### src/rtl/mesh_tile_pkg.sv
package mesh_tile_pkg;
  localparam int NEDGE  = 4;          // north, east, south, west
  localparam int NFIFO  = 2;          // two operand FIFOs
  localparam int NOUT   = NEDGE + NFIFO;
  localparam int SRC_CORE_IDX = NEDGE;
  localparam int SRC_NB_BASE  = NEDGE + 1;
  localparam int NSRC   = 2 * NEDGE + 1;
  localparam int SELW   = 3;

  typedef enum logic [SELW-1:0] {
    SEL_NONE  = 3'd0,
    SEL_NORTH = 3'd1,
    SEL_EAST  = 3'd2,
    SEL_SOUTH = 3'd3,
    SEL_WEST  = 3'd4,
    SEL_CORE  = 3'd5
  } sel_code_e;

  // Map a select code to a one-hot source vector.
  // Sources: 0..3 switch inputs, 4 core output, 5..8 neighbour inputs.
  function automatic logic [NSRC-1:0] source_onehot(input logic [SELW-1:0] code,
                                                     input logic from_nb);
    logic [NSRC-1:0] m;
    m = '0;
    case (code)
      SEL_NORTH, SEL_EAST, SEL_SOUTH, SEL_WEST: begin
        if (from_nb) m[SRC_NB_BASE + int'(code) - 1] = 1'b1;
        else         m[int'(code) - 1] = 1'b1;
      end
      SEL_CORE: m[SRC_CORE_IDX] = 1'b1;
      default:  m = '0;
    endcase
    return m;
  endfunction
endpackage

### src/rtl/tile_route_ctrl.sv
module tile_route_ctrl
  import mesh_tile_pkg::*;
(
  input  logic                      en,
  input  logic [NOUT-1:0][NSRC-1:0] dest_map,
  input  logic [NOUT-1:0]           out_ready,
  input  logic [NSRC-1:0]           src_valid,
  output logic [NSRC-1:0]           src_ready,
  output logic [NSRC-1:0]           src_fire,
  output logic [NOUT-1:0]           out_load
);
  for (genvar s = 0; s < NSRC; s++) begin : g_src
    logic used;
    logic all_rdy;
    always_comb begin
      used    = 1'b0;
      all_rdy = 1'b1;
      for (int j = 0; j < NOUT; j++) begin
        if (dest_map[j][s]) begin
          used    = 1'b1;
          all_rdy = all_rdy & out_ready[j];
        end
      end
    end
    assign src_ready[s] = en & used & all_rdy;
    assign src_fire[s]  = src_ready[s] & src_valid[s];
  end

  for (genvar j = 0; j < NOUT; j++) begin : g_out
    assign out_load[j] = |(dest_map[j] & src_fire);
  end
endmodule

### src/rtl/tile_hop_reg.sv
module tile_hop_reg #(
  parameter int DW = 16
) (
  input  logic          clk,
  input  logic          rst_n,
  input  logic          load,
  input  logic [DW-1:0] din,
  input  logic          dn_ready,
  output logic          up_ready,
  output logic          q_valid,
  output logic [DW-1:0] q_data
);
  assign up_ready = ~q_valid | dn_ready;

  always_ff @(posedge clk) begin
    if (!rst_n) begin
      q_valid <= 1'b0;
      q_data  <= '0;
    end else if (load) begin
      q_valid <= 1'b1;
      q_data  <= din;
    end else if (dn_ready) begin
      q_valid <= 1'b0;
    end
  end
endmodule

### src/rtl/tile_core_fifo.sv
module tile_core_fifo #(
  parameter int DW    = 16,
  parameter int DEPTH = 32
) (
  input  logic          clk,
  input  logic          rst_n,
  input  logic          push,
  input  logic [DW-1:0] din,
  input  logic          pop_req,
  output logic          full,
  output logic          rd_valid,
  output logic [DW-1:0] rd_data
);
  localparam int AW = (DEPTH > 1) ? $clog2(DEPTH) : 1;

  logic [DW-1:0] mem [DEPTH];
  logic [AW-1:0] wptr, rptr;
  logic [AW:0]   count;
  logic          pop;

  function automatic logic [AW-1:0] ptr_next(input logic [AW-1:0] p);
    return (p == AW'(DEPTH - 1)) ? '0 : p + 1'b1;
  endfunction

  assign full     = (count == (AW+1)'(DEPTH));
  assign rd_valid = (count != '0);
  assign rd_data  = mem[rptr];
  assign pop      = pop_req & rd_valid;

  always_ff @(posedge clk) begin
    if (push) mem[wptr] <= din;
  end

  always_ff @(posedge clk) begin
    if (!rst_n) begin
      wptr  <= '0;
      rptr  <= '0;
      count <= '0;
    end else begin
      if (push) wptr <= ptr_next(wptr);
      if (pop)  rptr <= ptr_next(rptr);
      case ({push, pop})
        2'b10:   count <= count + 1'b1;
        2'b01:   count <= count - 1'b1;
        default: count <= count;
      endcase
    end
  end
endmodule

### src/rtl/mesh_tile_router.sv
module mesh_tile_router
  import mesh_tile_pkg::*;
#(
  parameter int DW         = 16,
  parameter int FIFO_DEPTH = 32
) (
  input  logic                        clk,
  input  logic                        rst_n,
  input  logic                        en,
  input  logic                        cfg_we,
  input  logic [2:0]                  cfg_addr,
  input  logic [SELW-1:0]             cfg_sel,
  input  logic [NEDGE-1:0]            sw_in_valid,
  input  logic [NEDGE-1:0][DW-1:0]    sw_in_data,
  output logic [NEDGE-1:0]            sw_in_ready,
  output logic [NEDGE-1:0]            sw_out_valid,
  output logic [NEDGE-1:0][DW-1:0]    sw_out_data,
  input  logic [NEDGE-1:0]            sw_out_ready,
  input  logic [NEDGE-1:0]            nb_in_valid,
  input  logic [NEDGE-1:0][DW-1:0]    nb_in_data,
  output logic [NEDGE-1:0]            nb_in_ready,
  input  logic                        core_out_valid,
  input  logic [DW-1:0]               core_out_data,
  output logic                        core_out_ready,
  input  logic [NFIFO-1:0]            core_rd,
  output logic [NFIFO-1:0]            core_rd_valid,
  output logic [NFIFO-1:0][DW-1:0]    core_rd_data
);
  localparam logic [2:0] NB_ADDR = 3'(NOUT);

  // configuration store
  logic [NOUT-1:0][SELW-1:0] sel_q;
  logic [NFIFO-1:0]          nb_q;
  logic                      cfg_accept;

  assign cfg_accept = cfg_we & ~en;

  always_ff @(posedge clk) begin
    if (!rst_n) begin
      sel_q <= '0;
      nb_q  <= '0;
    end else if (cfg_accept) begin
      if (cfg_addr < NB_ADDR) sel_q[cfg_addr] <= cfg_sel;
      else if (cfg_addr == NB_ADDR) nb_q <= cfg_sel[NFIFO-1:0];
    end
  end

  // source vectors
  logic [NSRC-1:0]          src_valid, src_ready, src_fire;
  logic [NSRC-1:0][DW-1:0]  src_data;
  logic [NOUT-1:0][NSRC-1:0] dest_map;
  logic [NOUT-1:0]          out_ready, out_load;

  assign src_valid = {nb_in_valid, core_out_valid, sw_in_valid};
  assign src_data  = {nb_in_data, core_out_data, sw_in_data};

  assign sw_in_ready    = src_ready[NEDGE-1:0];
  assign core_out_ready = src_ready[SRC_CORE_IDX];
  assign nb_in_ready    = src_ready[NSRC-1:SRC_NB_BASE];

  for (genvar j = 0; j < NOUT; j++) begin : g_map
    if (j < NEDGE) begin : g_edge
      assign dest_map[j] = source_onehot(sel_q[j], 1'b0);
    end else begin : g_fifo
      assign dest_map[j] = source_onehot(sel_q[j], nb_q[j-NEDGE]);
    end
  end

  tile_route_ctrl u_ctrl (
    .en        (en),
    .dest_map  (dest_map),
    .out_ready (out_ready),
    .src_valid (src_valid),
    .src_ready (src_ready),
    .src_fire  (src_fire),
    .out_load  (out_load)
  );

  // observable internal events
  logic [NFIFO-1:0] fifo_push, fifo_full;

  for (genvar j = 0; j < NOUT; j++) begin : g_out
    logic [DW-1:0] odata;
    always_comb begin
      odata = '0;
      for (int s = 0; s < NSRC; s++) begin
        if (dest_map[j][s]) odata = src_data[s];
      end
    end

    if (j < NEDGE) begin : g_hop
      tile_hop_reg #(.DW(DW)) u_hop (
        .clk      (clk),
        .rst_n    (rst_n),
        .load     (out_load[j]),
        .din      (odata),
        .dn_ready (sw_out_ready[j]),
        .up_ready (out_ready[j]),
        .q_valid  (sw_out_valid[j]),
        .q_data   (sw_out_data[j])
      );
    end else begin : g_buf
      assign fifo_push[j-NEDGE] = out_load[j];
      assign out_ready[j]       = ~fifo_full[j-NEDGE];
      tile_core_fifo #(.DW(DW), .DEPTH(FIFO_DEPTH)) u_fifo (
        .clk      (clk),
        .rst_n    (rst_n),
        .push     (out_load[j]),
        .din      (odata),
        .pop_req  (core_rd[j-NEDGE]),
        .full     (fifo_full[j-NEDGE]),
        .rd_valid (core_rd_valid[j-NEDGE]),
        .rd_data  (core_rd_data[j-NEDGE])
      );
    end
  end
endmodule

### config.mk
export PLATFORM = sky130hd
export DESIGN_NAME = mesh_tile_router
export DESIGN_NICKNAME = d
export VERILOG_FILES = /design/src/rtl/mesh_tile_pkg.sv /design/src/rtl/tile_route_ctrl.sv /design/src/rtl/tile_hop_reg.sv /design/src/rtl/tile_core_fifo.sv /design/src/rtl/mesh_tile_router.sv
export SDC_FILE = /design/constraint.sdc
export NUM_CORES = 1
export LEC_CHECK = 0
export BUFFER_PORTS_ARGS = -buffer_cell sky130_fd_sc_hd__buf_2
export CORE_MARGIN = 5
export CORE_UTILIZATION = 45
export DETAILED_ROUTE_END_ITERATION = 6
export PLACE_DENSITY = 0.7
export SLEW_MARGIN = 20
export SYNTH_ARGS = -nofsm -noshare
export SYNTH_HDL_FRONTEND = slang
export SYNTH_HIERARCHICAL = 1
export SYNTH_SLANG_ARGS = --single-unit
### constraint.sdc
create_clock -name clk -period 7.35 [get_ports clk]
set_clock_uncertainty 0.2 [all_clocks]
set_input_delay 0.735 -clock clk [delete_from_list [all_inputs] [get_ports clk]]
set_output_delay 0.735 -clock clk [all_outputs]
set_load 0.01 [all_outputs]
==> reports/summary.txt <==
final wirelength - 150000 µm
die extent in y - 350 µm
FP Rows - 124
Psw - 2880 µW
DRT Pass-1 Iters - 6
number of gates resized after CTS - 0
DR DRC count - 0
Die ar. - 123000 µm²
synthesized area - 52100 µm²
pin count of the biggest net entering global routing - 148
Syn. warnings - 6
RSZ-0062 raised after global routing - no
die width - 350 µm
Post-Layout Cell Count - 5485
total number of vias - 33483
core box area - 115000 µm²
vias in the first global route - 32784
post-route ant nets - 0
CTS H-tree depth - 3
minimum clock period - 6.27 ns
post-DR vias/cell - 6.10
clock sinks - 1154
CTS tree - done
Post-Syn Instances - 3534
Initial Utilization - 0.455
CP Class - reg2reg
Avg Cell Area, Syn - 14.8 µm²
final core area utilization - 0.517
crit path DAT - 6.67 ns
Net Sw Frac - 0.218
Pint - 10300 µW
Setup crit start kind - flip-flop
multi-input logic area - 17700 µm²
worst min-delay path class - in2reg
Post-CTS Setup Inserts - 0
Clock Latency Late Sink - 0.68 ns
Post-Route Setup TNS - 0 ns
Clk pwr share - 0.409
Max Slew Vio Count - 0
Design Area, Final - 59300 µm²
IO Port Bufs - 279
global-route usage over all layers - 0.239
post-place instance area - 55800 µm²
Tcrit/Tclk final - 0.854
Detail Placement HPWL - 100000 µm
nets - 4058
Power, Total - 13200 µW
endpoints failing setup - 0
fill count - 9330
R2R depth - 18
Setup crit end kind - flip-flop
initial antenna violation count - 35
First DRT Iteration DRCs - 3662
hold depth - 3
first-pass GRT wire length - 219000 µm
Area Growth Syn to Fin - 13.7%
slew of the pin with the lowest slew margin - 1.15 ns
routed len/inst - 27.3 µm
I/O pin count - 280
DP Cell Count - 5266
layout cells sized above 1 - 0.215
CP max FO - 24
Rel. slew slack - 0.232
VDD IR max - 169 µV
sequential cell area - 33400 µm²
Reg power frac - 0.540
Leakage Power - 0.0200 µW
Overflow after GRT - 0
Max Cap Violations - 0
combinational power share - 0.052
clock buffer count from CTS - 108
global placer's final weighted congestion - 0.948
number of hold buffers added after cts - 0
Peak Freq - 0.159 GHz
Root Driver - clkbuf_16
Clock Pin Slew Worst Setup and Hold Paths - 0.07 ns
Max Root-Sink Buffers - 3
pwr/cell area - 223 nW/µm²
final hold violations - 0
WP data required - 7.75 ns
status - finished, final reports clean
-- final timing paths --
check	start	to	slack (ns)
setup / recovery	sel_q[14]$_SDFFE_PN0P_	g_out[5].g_buf.u_fifo/count[2]$_SDFFE_PN0P_	1.08
hold / removal	core_rd[1]	flip-flop	0.21
setup reg to reg	sel_q[14]$_SDFFE_PN0P_	g_out[5].g_buf.u_fifo/count[2]$_SDFFE_PN0P_	1.08
hold reg to reg	g_out[5].g_buf.u_fifo/count[5]$_SDFFE_PN0P_	g_out[5].g_buf.u_fifo/count[5]$_SDFFE_PN0P_	0.29
-- worst max-delay path, cell delays in order, from the launching register on --
cell       delay, ns
dfxtp_1         0.85
inv_1           0.20
ha_1            0.48
nor3b_4         0.70
nand2_2         0.35
inv_1           0.24
inv_1           0.07
o2111ai_2       0.23
nor2_1          0.11
a211oi_1        0.32
nand3_1         0.53
inv_1           0.29
ha_1            0.46
xor2_1          0.13
ha_1            0.20
a21oi_1         0.23
xor2_1          0.11
or3_1           0.32
a21oi_1         0.14
-- placed cells by master (no fill, tap or decap), drive strengths merged, types with 95 or more instances in the layout --
cell and count:
mux2i 461, mux4 128, a22oi 240, a21oi 107
dfxtp 130, edfxtp 1024, buf 426, nor2 186
nor2b 112, clkbuf 133, nand3 95, o22ai 119
-- sequential cells by signal, indices dropped and copies added (netlist names), named ones only --
signal and flops:
g_out.g_hop.u_hop/q_valid 4, g_out.g_buf.u_fifo/count 12, g_out.g_buf.u_fifo/wptr 10, g_out.g_hop.u_hop/q_data 64
sel_q 18, nb_q 2, g_out.g_buf.u_fifo/mem 1024, g_out.g_buf.u_fifo/rptr 10
-- routing by layer --
layer / global-route usage / share of wire / vias up
li1: - / - / 14703
met4: 0.0863 / 0.040 / 28
met2: 0.384 / 0.47 / 1680
met3: 0.0535 / 0.088 / 372
met5: 0 / 0.0012 / -
met1: 0.323 / 0.40 / 16700
-- area by class of cell --
cell class,instances,share of cell area
repair buffers,426,0.0429
well taps,1512,0.0319
clock inverters,64,0.0101
inverters,64,0.00407
flip-flops and latches,1154,0.563
diodes,21,0.000887
clock buffers,133,0.0475
multi-input cells,2111,0.299
-- power groups by stage --
stage               Clock [µW]  Sequential, µW  Combinational [µW]
CTS                       5490            7120                 675
global route              5770            7120                 717
detailed placement           0            7260                 673
global placement             0            7260                 668
floorplan                    0            7240                 402
finish                    5390            7120                 683
-- stage by stage --
stage / hold slack, ns / setup WS (ns)
finish: 0.210 / 1.08
global route: 0.203 / 0.800
CTS: 0.176 / 1.20
detailed placement: 0.275 / 1.25
global placement: 0.269 / 1.41
floorplan: 0.250 / 2.45
Power figures use the tool's default switching activity.
